**config.mk**
```make
export PLATFORM = sky130hd
export DESIGN_NAME = pci_term_seq
export DESIGN_NICKNAME = d
export VERILOG_FILES = /design/src/rtl/pci_term_pkg.sv /design/src/rtl/pci_term_window.sv /design/src/rtl/pci_term_fsm.sv /design/src/rtl/pci_term_seq.sv
export SDC_FILE = /design/constraint.sdc
export NUM_CORES = 1
export LEC_CHECK = 0
export ABC_AREA = 0
export BUFFER_PORTS_ARGS = -buffer_cell sky130_fd_sc_hd__buf_4
export CAP_MARGIN = 20
export CORE_AREA = 4 4 41 43
export DETAILED_ROUTE_END_ITERATION = 7
export DIE_AREA = 0 0 45 47
export GPL_TIMING_DRIVEN = 0
export PLACE_DENSITY = 0.67
export SLEW_MARGIN = 20
export SYNTH_ARGS = -nofsm -noshare
export SYNTH_HDL_FRONTEND = slang
export SYNTH_SLANG_ARGS = --single-unit
```
**constraint.sdc**
```tcl
create_clock -name clk_i -period 5.1 [get_ports clk_i]
set_input_delay 1.02 -clock clk_i [delete_from_list [all_inputs] [get_ports clk_i]]
set_output_delay 1.02 -clock clk_i [all_outputs]
set_load 0.005 [all_outputs]
```
**src/rtl/pci_term_pkg.sv**
```systemverilog
package pci_term_pkg;

    typedef enum logic [1:0] {
        ST_IDLE  = 2'd0,
        ST_BURST = 2'd1,
        ST_FINAL = 2'd2,
        ST_ABORT = 2'd3
    } term_state_e;

    typedef struct packed {
        term_state_e state;
        logic        frame_n;
        logic        irdy_n;
        logic        done;
        logic        mabort;
    } seq_regs_t;

endpackage

```
**src/rtl/pci_term_window.sv**
```systemverilog
module pci_term_window #(
    parameter int WINDOW = 5
) (
    input  logic clk_i,
    input  logic rst_ni,
    input  logic arm_i,
    input  logic live_i,
    input  logic devsel_n_i,
    output logic expire_o
);
    localparam int CW = (WINDOW > 1) ? $clog2(WINDOW) : 1;
    localparam logic [CW-1:0] LIMIT = CW'(WINDOW - 1);

    typedef struct packed {
        logic [CW-1:0] cnt;
        logic          seen;
    } win_regs_t;

    win_regs_t r_q, r_d;
    logic      seen_now;

    always_comb begin
        r_d      = r_q;
        seen_now = r_q.seen | ~devsel_n_i;
        expire_o = 1'b0;
        if (arm_i) begin
            r_d.cnt  = '0;
            r_d.seen = 1'b0;
        end else if (live_i) begin
            r_d.seen = seen_now;
            expire_o = ~seen_now && (r_q.cnt == LIMIT);
            if (!seen_now && (r_q.cnt != LIMIT)) begin
                r_d.cnt = r_q.cnt + CW'(1);
            end
        end
    end

    always_ff @(posedge clk_i or negedge rst_ni) begin
        if (!rst_ni) begin
            r_q <= '0;
        end else begin
            r_q <= r_d;
        end
    end

    // a claimed transaction can never expire
    a_r8_quiet_after_claim: assert property (@(posedge clk_i) disable iff (!rst_ni)
        (r_q.seen && !arm_i) |-> !expire_o);

    // the counter never passes the window limit
    a_r5_count_bounded: assert property (@(posedge clk_i) disable iff (!rst_ni)
        r_q.cnt <= LIMIT);

endmodule

```
**src/rtl/pci_term_fsm.sv**
```systemverilog
module pci_term_fsm
    import pci_term_pkg::*;
(
    input  logic clk_i,
    input  logic rst_ni,
    input  logic start_i,
    input  logic last_i,
    input  logic devsel_n_i,
    input  logic trdy_n_i,
    input  logic stop_n_i,
    input  logic expire_i,
    output logic arm_o,
    output logic live_o,
    output logic frame_n_o,
    output logic irdy_n_o,
    output logic done_o,
    output logic mabort_o
);
    seq_regs_t r_q, r_d;
    logic      claim_end;
    logic      disconnect;

    always_comb begin
        r_d        = r_q;
        r_d.done   = 1'b0;
        r_d.mabort = 1'b0;
        claim_end  = ~devsel_n_i & (~trdy_n_i | ~stop_n_i);
        disconnect = ~devsel_n_i & ~stop_n_i;
        arm_o      = 1'b0;
        unique case (r_q.state)
            ST_IDLE: begin
                if (start_i) begin
                    arm_o       = 1'b1;
                    r_d.state   = ST_BURST;
                    r_d.frame_n = 1'b0;
                    r_d.irdy_n  = 1'b0;
                end
            end
            ST_BURST: begin
                if (expire_i) begin
                    r_d.state   = ST_ABORT;
                    r_d.frame_n = 1'b1;
                end else if (last_i || disconnect) begin
                    r_d.state   = ST_FINAL;
                    r_d.frame_n = 1'b1;
                end
            end
            ST_FINAL: begin
                if (expire_i) begin
                    r_d.state  = ST_IDLE;
                    r_d.irdy_n = 1'b1;
                    r_d.mabort = 1'b1;
                end else if (claim_end) begin
                    r_d.state  = ST_IDLE;
                    r_d.irdy_n = 1'b1;
                    r_d.done   = 1'b1;
                end
            end
            ST_ABORT: begin
                r_d.state  = ST_IDLE;
                r_d.irdy_n = 1'b1;
                r_d.mabort = 1'b1;
            end
            default: r_d.state = ST_IDLE;
        endcase
    end

    always_ff @(posedge clk_i or negedge rst_ni) begin
        if (!rst_ni) begin
            r_q.state   <= ST_IDLE;
            r_q.frame_n <= 1'b1;
            r_q.irdy_n  <= 1'b1;
            r_q.done    <= 1'b0;
            r_q.mabort  <= 1'b0;
        end else begin
            r_q <= r_d;
        end
    end

    assign live_o    = (r_q.state == ST_BURST) || (r_q.state == ST_FINAL);
    assign frame_n_o = r_q.frame_n;
    assign irdy_n_o  = r_q.irdy_n;
    assign done_o    = r_q.done;
    assign mabort_o  = r_q.mabort;

    // idle means both bus lines released
    a_r1_idle_released: assert property (@(posedge clk_i) disable iff (!rst_ni)
        (r_q.state == ST_IDLE) |-> (frame_n_o && irdy_n_o));

    // IRDY_L stays low while FRAME_L is low
    a_r9_irdy_under_frame: assert property (@(posedge clk_i) disable iff (!rst_ni)
        !frame_n_o |-> !irdy_n_o);

    // FRAME_L released with IRDY_L still asserted
    a_r6_irdy_on_frame_rise: assert property (@(posedge clk_i) disable iff (!rst_ni)
        $rose(frame_n_o) |-> !irdy_n_o);

    // abort step releases IRDY_L with the abort flag one cycle later
    a_r6_abort_order: assert property (@(posedge clk_i) disable iff (!rst_ni)
        (r_q.state == ST_ABORT) |=> (irdy_n_o && mabort_o));

    // completion flags exclusive and single-cycle
    a_r9_flags_exclusive: assert property (@(posedge clk_i) disable iff (!rst_ni)
        !(done_o && mabort_o));
    a_r9_done_single: assert property (@(posedge clk_i) disable iff (!rst_ni)
        done_o |=> !done_o);

    // the window only expires during a live transaction
    a_r5_expire_live: assert property (@(posedge clk_i) disable iff (!rst_ni)
        expire_i |-> live_o);

endmodule

```
**src/rtl/pci_term_seq.sv**
```systemverilog
module pci_term_seq #(
    parameter int DEVSEL_WINDOW = 5
) (
    input  logic clk_i,
    input  logic rst_ni,
    input  logic start_i,
    input  logic last_i,
    input  logic devsel_n_i,
    input  logic trdy_n_i,
    input  logic stop_n_i,
    output logic frame_n_o,
    output logic irdy_n_o,
    output logic done_o,
    output logic mabort_o
);
    logic arm;
    logic live;
    logic expire;

    pci_term_window #(
        .WINDOW(DEVSEL_WINDOW)
    ) window_i (
        .clk_i     (clk_i),
        .rst_ni    (rst_ni),
        .arm_i     (arm),
        .live_i    (live),
        .devsel_n_i(devsel_n_i),
        .expire_o  (expire)
    );

    pci_term_fsm fsm_i (
        .clk_i     (clk_i),
        .rst_ni    (rst_ni),
        .start_i   (start_i),
        .last_i    (last_i),
        .devsel_n_i(devsel_n_i),
        .trdy_n_i  (trdy_n_i),
        .stop_n_i  (stop_n_i),
        .expire_i  (expire),
        .arm_o     (arm),
        .live_o    (live),
        .frame_n_o (frame_n_o),
        .irdy_n_o  (irdy_n_o),
        .done_o    (done_o),
        .mabort_o  (mabort_o)
    );

    // an abort from the final phase ends IRDY_L right away
    a_r7_abort_after_release: assert property (@(posedge clk_i) disable iff (!rst_ni)
        (expire && frame_n_o) |=> (irdy_n_o && mabort_o));

    // normal completion follows a claimed edge
    a_r4_done_claimed: assert property (@(posedge clk_i) disable iff (!rst_ni)
        done_o |-> ($past(!devsel_n_i) && $past(frame_n_o)));

endmodule

```
After elaboration in Yosys (flattened, before gate mapping)
Index checks and enable logic that the tools add are counted.
W data, S select, Z words.
- output and inout port bits: 4
- ROM bits: 0
- register bits after elaboration: 10
- bits of input ports: 7
- bits in writable memories: 0
- bits in latches: 0
- memories: 0
- logic and storage cells: 59
- order comparisons: 0
- bitwise gates (word level): 8
- equal/unequal tests: 8
- multiply operators: 0
- mux-type cells: 21
- shift-type cells: 0
- reduce and logical (&&, ||, !) cells: 14
- add/subtract/negate cells: 1
- div/mod/pow operators: 0
- operator list (operator ; count):
    $mux W4 ; 3
    $mux W3 ; 3
    $reduce_and A3 Y1 ; 3
    $mux W1 ; 8
    $pmux W2 S4 ; 1
    $mux W2 ; 3
    $ne A3 B2 Y1 const B ; 2
    $reduce_bool A2 Y1 ; 3
    $eq A2 B2 Y1 const B ; 2
    $not A1 Y1 ; 4
    $pmux W1 S2 ; 2
    $add A3 B1 Y3 const B ; 1
    $eq A3 B3 Y1 const B ; 1
    $ne A3 B3 Y1 const B ; 1
    $pmux W1 S3 ; 1
    $reduce_bool A3 Y1 ; 1
    $and A1 B1 Y1 ; 2
    $eq A2 B1 Y1 const B ; 1
    $logic_and A1 B1 Y1 ; 2
    $logic_not A2 Y1 ; 1
    $logic_or A1 B1 Y1 ; 2
    $ne A2 B2 Y1 const B ; 1
    $or A1 B1 Y1 ; 2
    $reduce_and A2 Y1 ; 1
    $logic_not A1 Y1 ; 1

Longest topological paths before layout
- word-level depth: 8
- mapped depth: 7
- gate-level depth less buffers: 6

Modules after synthesis
Synthesis repeated with hierarchy kept, for this count alone.
- cells, all modules: 59
- area, all modules: 626.9 um2
- modules (own cells, without submodules) (module ; sequential area each (um2) ; instances ; cells each ; area an instance (um2)):
    pci_term_fsm ; 152.6 ; 1 ; 34 ; 364.1
    pci_term_window ; 100.1 ; 1 ; 25 ; 262.8

Least setup slack after synthesis
OpenSTA, ideal clock, no wires.
- path type: input to register
- from: input port devsel_n_i
- to: register fsm_i.r_q[5] (netlist bit)
- setup slack: 3.011 ns
- arrival time: 1.964 ns
- data required time: 4.975 ns
- library setup time: 0.125 ns
- buffers on the path: 0
- stages on the path: 4
- cells stage by stage: or2_1 > a222oi_1 > nor2_1 > mux2_4
- word-level cells in the longest chain between the ends: 8
- elaborated cells between the ends (all ways): 15
- those cells by class: eq/ne (2); mux (5); bitwise (5); reduce/logical (3)
- RTL lines (element ; RTL line ; source):
    start, declared ; pci_term_seq.sv:8 ; input logic devsel_n_i,
    $not A1 Y1 * ; pci_term_window.sv:24, pci_term_fsm.sv:27, pci_term_fsm.sv:28 ;
    $or A1 B1 Y1 ; pci_term_window.sv:24 ; seen_now = r_q.seen | ~devsel_n_i;
    $not A1 Y1 ; pci_term_window.sv:31 ; expire_o = ~seen_now && (r_q.cnt == LIMIT);
    $logic_and A1 B1 Y1 ; pci_term_window.sv:31 ;
    $mux W1 ; pci_term_window.sv:29 ; end else if (live_i) begin
    $mux W1 ; pci_term_window.sv:26 ; if (arm_i) begin
    $mux W2, or another cell as far along ; pci_term_fsm.sv:49 ; if (expire_i) begin
    $pmux W2 S4 / $reduce_and A3 Y1 (equally long branches) ; -- ;
    end signal, assigned ; pci_term_fsm.sv:76 ; r_q <= r_d;
    end, declared ; pci_term_fsm.sv:19 ; seq_regs_t r_q, r_d;
Every way passes the cells marked *; elsewhere a longest branch is shown, timed or not.
A chain may end at the register's enable or synchronous reset.

Final worst setup path
Ends and elaborated chain as after synthesis.

==> results.py <==
metrics = {
    "floorplan": {
        "die_x_um": 45,
        "initial_core_util": 0.470,
        "ios": 11,
        "coreArea_sq_mm": 0.00130,
        "die_area_sq_mm": 0.00212,
        "std_cell_rows": 13,
        "chipHeight_um": 47,
    },
    "grt": {
        "track_usage": 0.134,
        "grt_pass1_vias": 470,
        "grt_pass1_wl_um": 1990,
        "grt_max_degree": 11,
        "antenna_found_initial": 0,
        "grt-ovfl-total": 0,
    },
    "synthesis": {
        "avgSynthCellArea_sq_um": 9.27,
        "syn_inst": 66,
        "seq_area_frac_synth": 0.413,
        "syn_nets": 80,
        "ys_types": 25,
        "synth_edf_count": 0,
        "netlist_area_sq_um": 612,
        "synth_flop_cell": "dfrtp_1",
        "synth_top_area_share": 0.327,
        "synth-seq-cells": 10,
        "post-synth-top-area-cell": "dfrtp_1",
        "yosys_warnings": 0,
        "async_reset_ff_frac": 1.00,
        "synth_area_leaders": "dfrtp_1 33%, ha_1 14%, dfstp_2 8.6%",
    },
    "worst_setup_path": {
        "crit_start": "devsel_n_i",
        "arrival_ns": 2.17,
        "path_max_fanout": 5,
        "worstSetupPathType": "in -> reg",
        "rr_startpoint": "fsm_i.r_q[5]",
        "worstPathRequired_ns": 5.26,
        "start_kind": "input pin",
        "end_kind": "flop",
    },
    "place": {
        "placed_cell_area_sq_um": 706,
        "port_buffers": 10,
        "gp_congestion": 0.763,
        "place.detailed.hpwl_um": 910,
        "place_inst": 91,
    },
    "clock_tree": {
        "cts_buffers": 3,
        "clkSinkCount": 10,
        "cts_setup_buffers": 0,
        "cts_root_buf": "clkbuf_4",
        "cts_tree": "built",
        "clockBufferDepth": 2,
        "hold_buffers": 0,
        "cts-resized-gates": 0,
        "clk_pin_slew_ns": 0.06,
        "clk_latency_ns": 0.27,
        "cts-htree-levels": 1,
    },
    "timing": {
        "skew_ns": 0.00732,
        "period_minus_slack_ns": 2.01,
        "worst_hold_slack_ns": 0.479,
        "slew_headroom": 0.770,
        "tns_ns": 0,
        "setup_viol": 0,
        "drv_slew": 0,
        "rsz0062_at_grt": "no",
        "report.final.hold_viol_count": 0,
        "tightest_slew_ns": 0.341,
        "finalCritPeriodShare": 0.394,
        "clock.fmax_mhz": 497,
    },
    "drt": {
        "via_per_inst": 5.27,
        "totalWireLength_um": 1190,
        "avgRoutedWirePerCell_um": 12.7,
        "via_count": 495,
        "drtAntennaViolNets": 0,
        "drtIter0Drc": 8,
        "dr.pass1.iters": 5,
        "drc": 0,
    },
    "pwr": {
        "powerDensity_mw_per_mm2": 543,
        "peakVddDrop_uv": 278,
        "p_leak_nw": 0.365,
    },
    "finish": {
        "area_delta_synth_final_pct": 19.0,
        "drive_above_1_share": 0.228,
        "instances_no_fill": 94,
        "nets": 95,
        "final_cell_area_sq_um": 728,
        "antenna_cells": 0,
    },
    "status": {
        "status": "finished, final reports clean",
    },
    "min_path": {
        "hp-class": "reg -> reg",
        "worstHoldStart": "fsm_i.frame_n_o",
    },
    "job": {
        "drv_cap": 0,
    },
}
## power breakdown
part / internal [mW] / total (mW) / switching, mW
Clock: 0.0272 / 0.0530 / 0.0257
Sequential: 0.119 / 0.141 / 0.0224
Combinational: 0.0966 / 0.202 / 0.105
## metal layers
layer	global-route usage	vias to the layer above	routed length [um]
met3	0.0575	2	116
met2	0.206	20	496
met1	0.165	224	566
met5	0	-	0
met4	0.0526	0	12
li1	-	249	-
## synth_stat cells, drive strengths merged, types with 2 or more instances
cell type,n
a21o,2
a21oi,9
dfrtp,8
dfstp,2
ha,7
inv,9
nand2,4
nand3,2
nor2,6
nor3,3
## logic make-up (layout without fill, tap and decap cells)
group | count (synthesis) | count (layout) | synth area share
muxes | 2 | 2 | 0.0409
xor gates and xnor gates | 2 | 2 | 0.0286
and+or+nand+nor | 20 | 20 | 0.162
AOI/OAI and AO/OA | 15 | 15 | 0.151
adders and majority gates | 7 | 7 | 0.143
DFF | 10 | 10 | 0.413
buffers and inverters | 10 | 23 | 0.0613
## area by class of cell
class / count / area (sq um)
timing repair buffer: 10 / 75.1
inverter: 9 / 33.8
buffer: 1 / 3.75
fill: 129 / 573
clock buffer: 3 / 22.5
multi-input combinational: 46 / 322
tap: 15 / 18.8
sequential: 10 / 253
## critical path, cell delays in order
cell      delay (ns)
buf_4           0.12
or2_1           0.26
a222oi_1        0.31
nor2_1          0.14
mux2_4          0.31
## registers in the layout, indices dropped and copies added, names as in the netlist
| signal | flops |
|---|---|
| window_i.r_q | 4 |
| fsm_i.r_q | 2 |
| fsm_i.done_o | 1 |
| fsm_i.frame_n_o | 1 |
| fsm_i.irdy_n_o | 1 |
| fsm_i.mabort_o | 1 |
## per-stage QoR
| step | total power [mW] | utilization | setup WS (ns) |
|---|---|---|---|
| detailed placement | 0.343 | 0.542 | 2.81 |
| finish | 0.396 | 0.560 | 3.09 |
| floorplan | 0.284 | - | 3.01 |
| global placement | 0.335 | 0.542 | 2.82 |
| global route | 0.431 | 0.560 | 3.06 |
| CTS | 0.396 | 0.560 | 3.09 |
## layout by cell type, fill, tap and decap left out, types with 2 or more instances in the layout
cell / count
a21oi_1: 9
inv_1: 9
dfstp_2: 2
buf_4: 10
nor2_1: 6
nand3_1: 2
nor3_1: 3
dfrtp_1: 8
ha_1: 7
nand2_1: 4
clkbuf_4: 3
## worst paths after layout
| path | end | slack (ns) | cells after the start |
|---|---|---|---|
| max | fsm_i.r_q[5] | 3.09 | 5 |
| min | fsm_i.frame_n_o | 0.48 | 2 |
| max reg2reg | fsm_i.r_q[5] | 3.26 | 6 |
| min reg2reg | fsm_i.frame_n_o | 0.48 | 2 |
| max in group asynchronous | fsm_i.irdy_n_o | 4.31 | 1 |
| min in group asynchronous | fsm_i.done_o | 0.56 | 1 |
No activity file was read; power rests on OpenSTA's default activity.
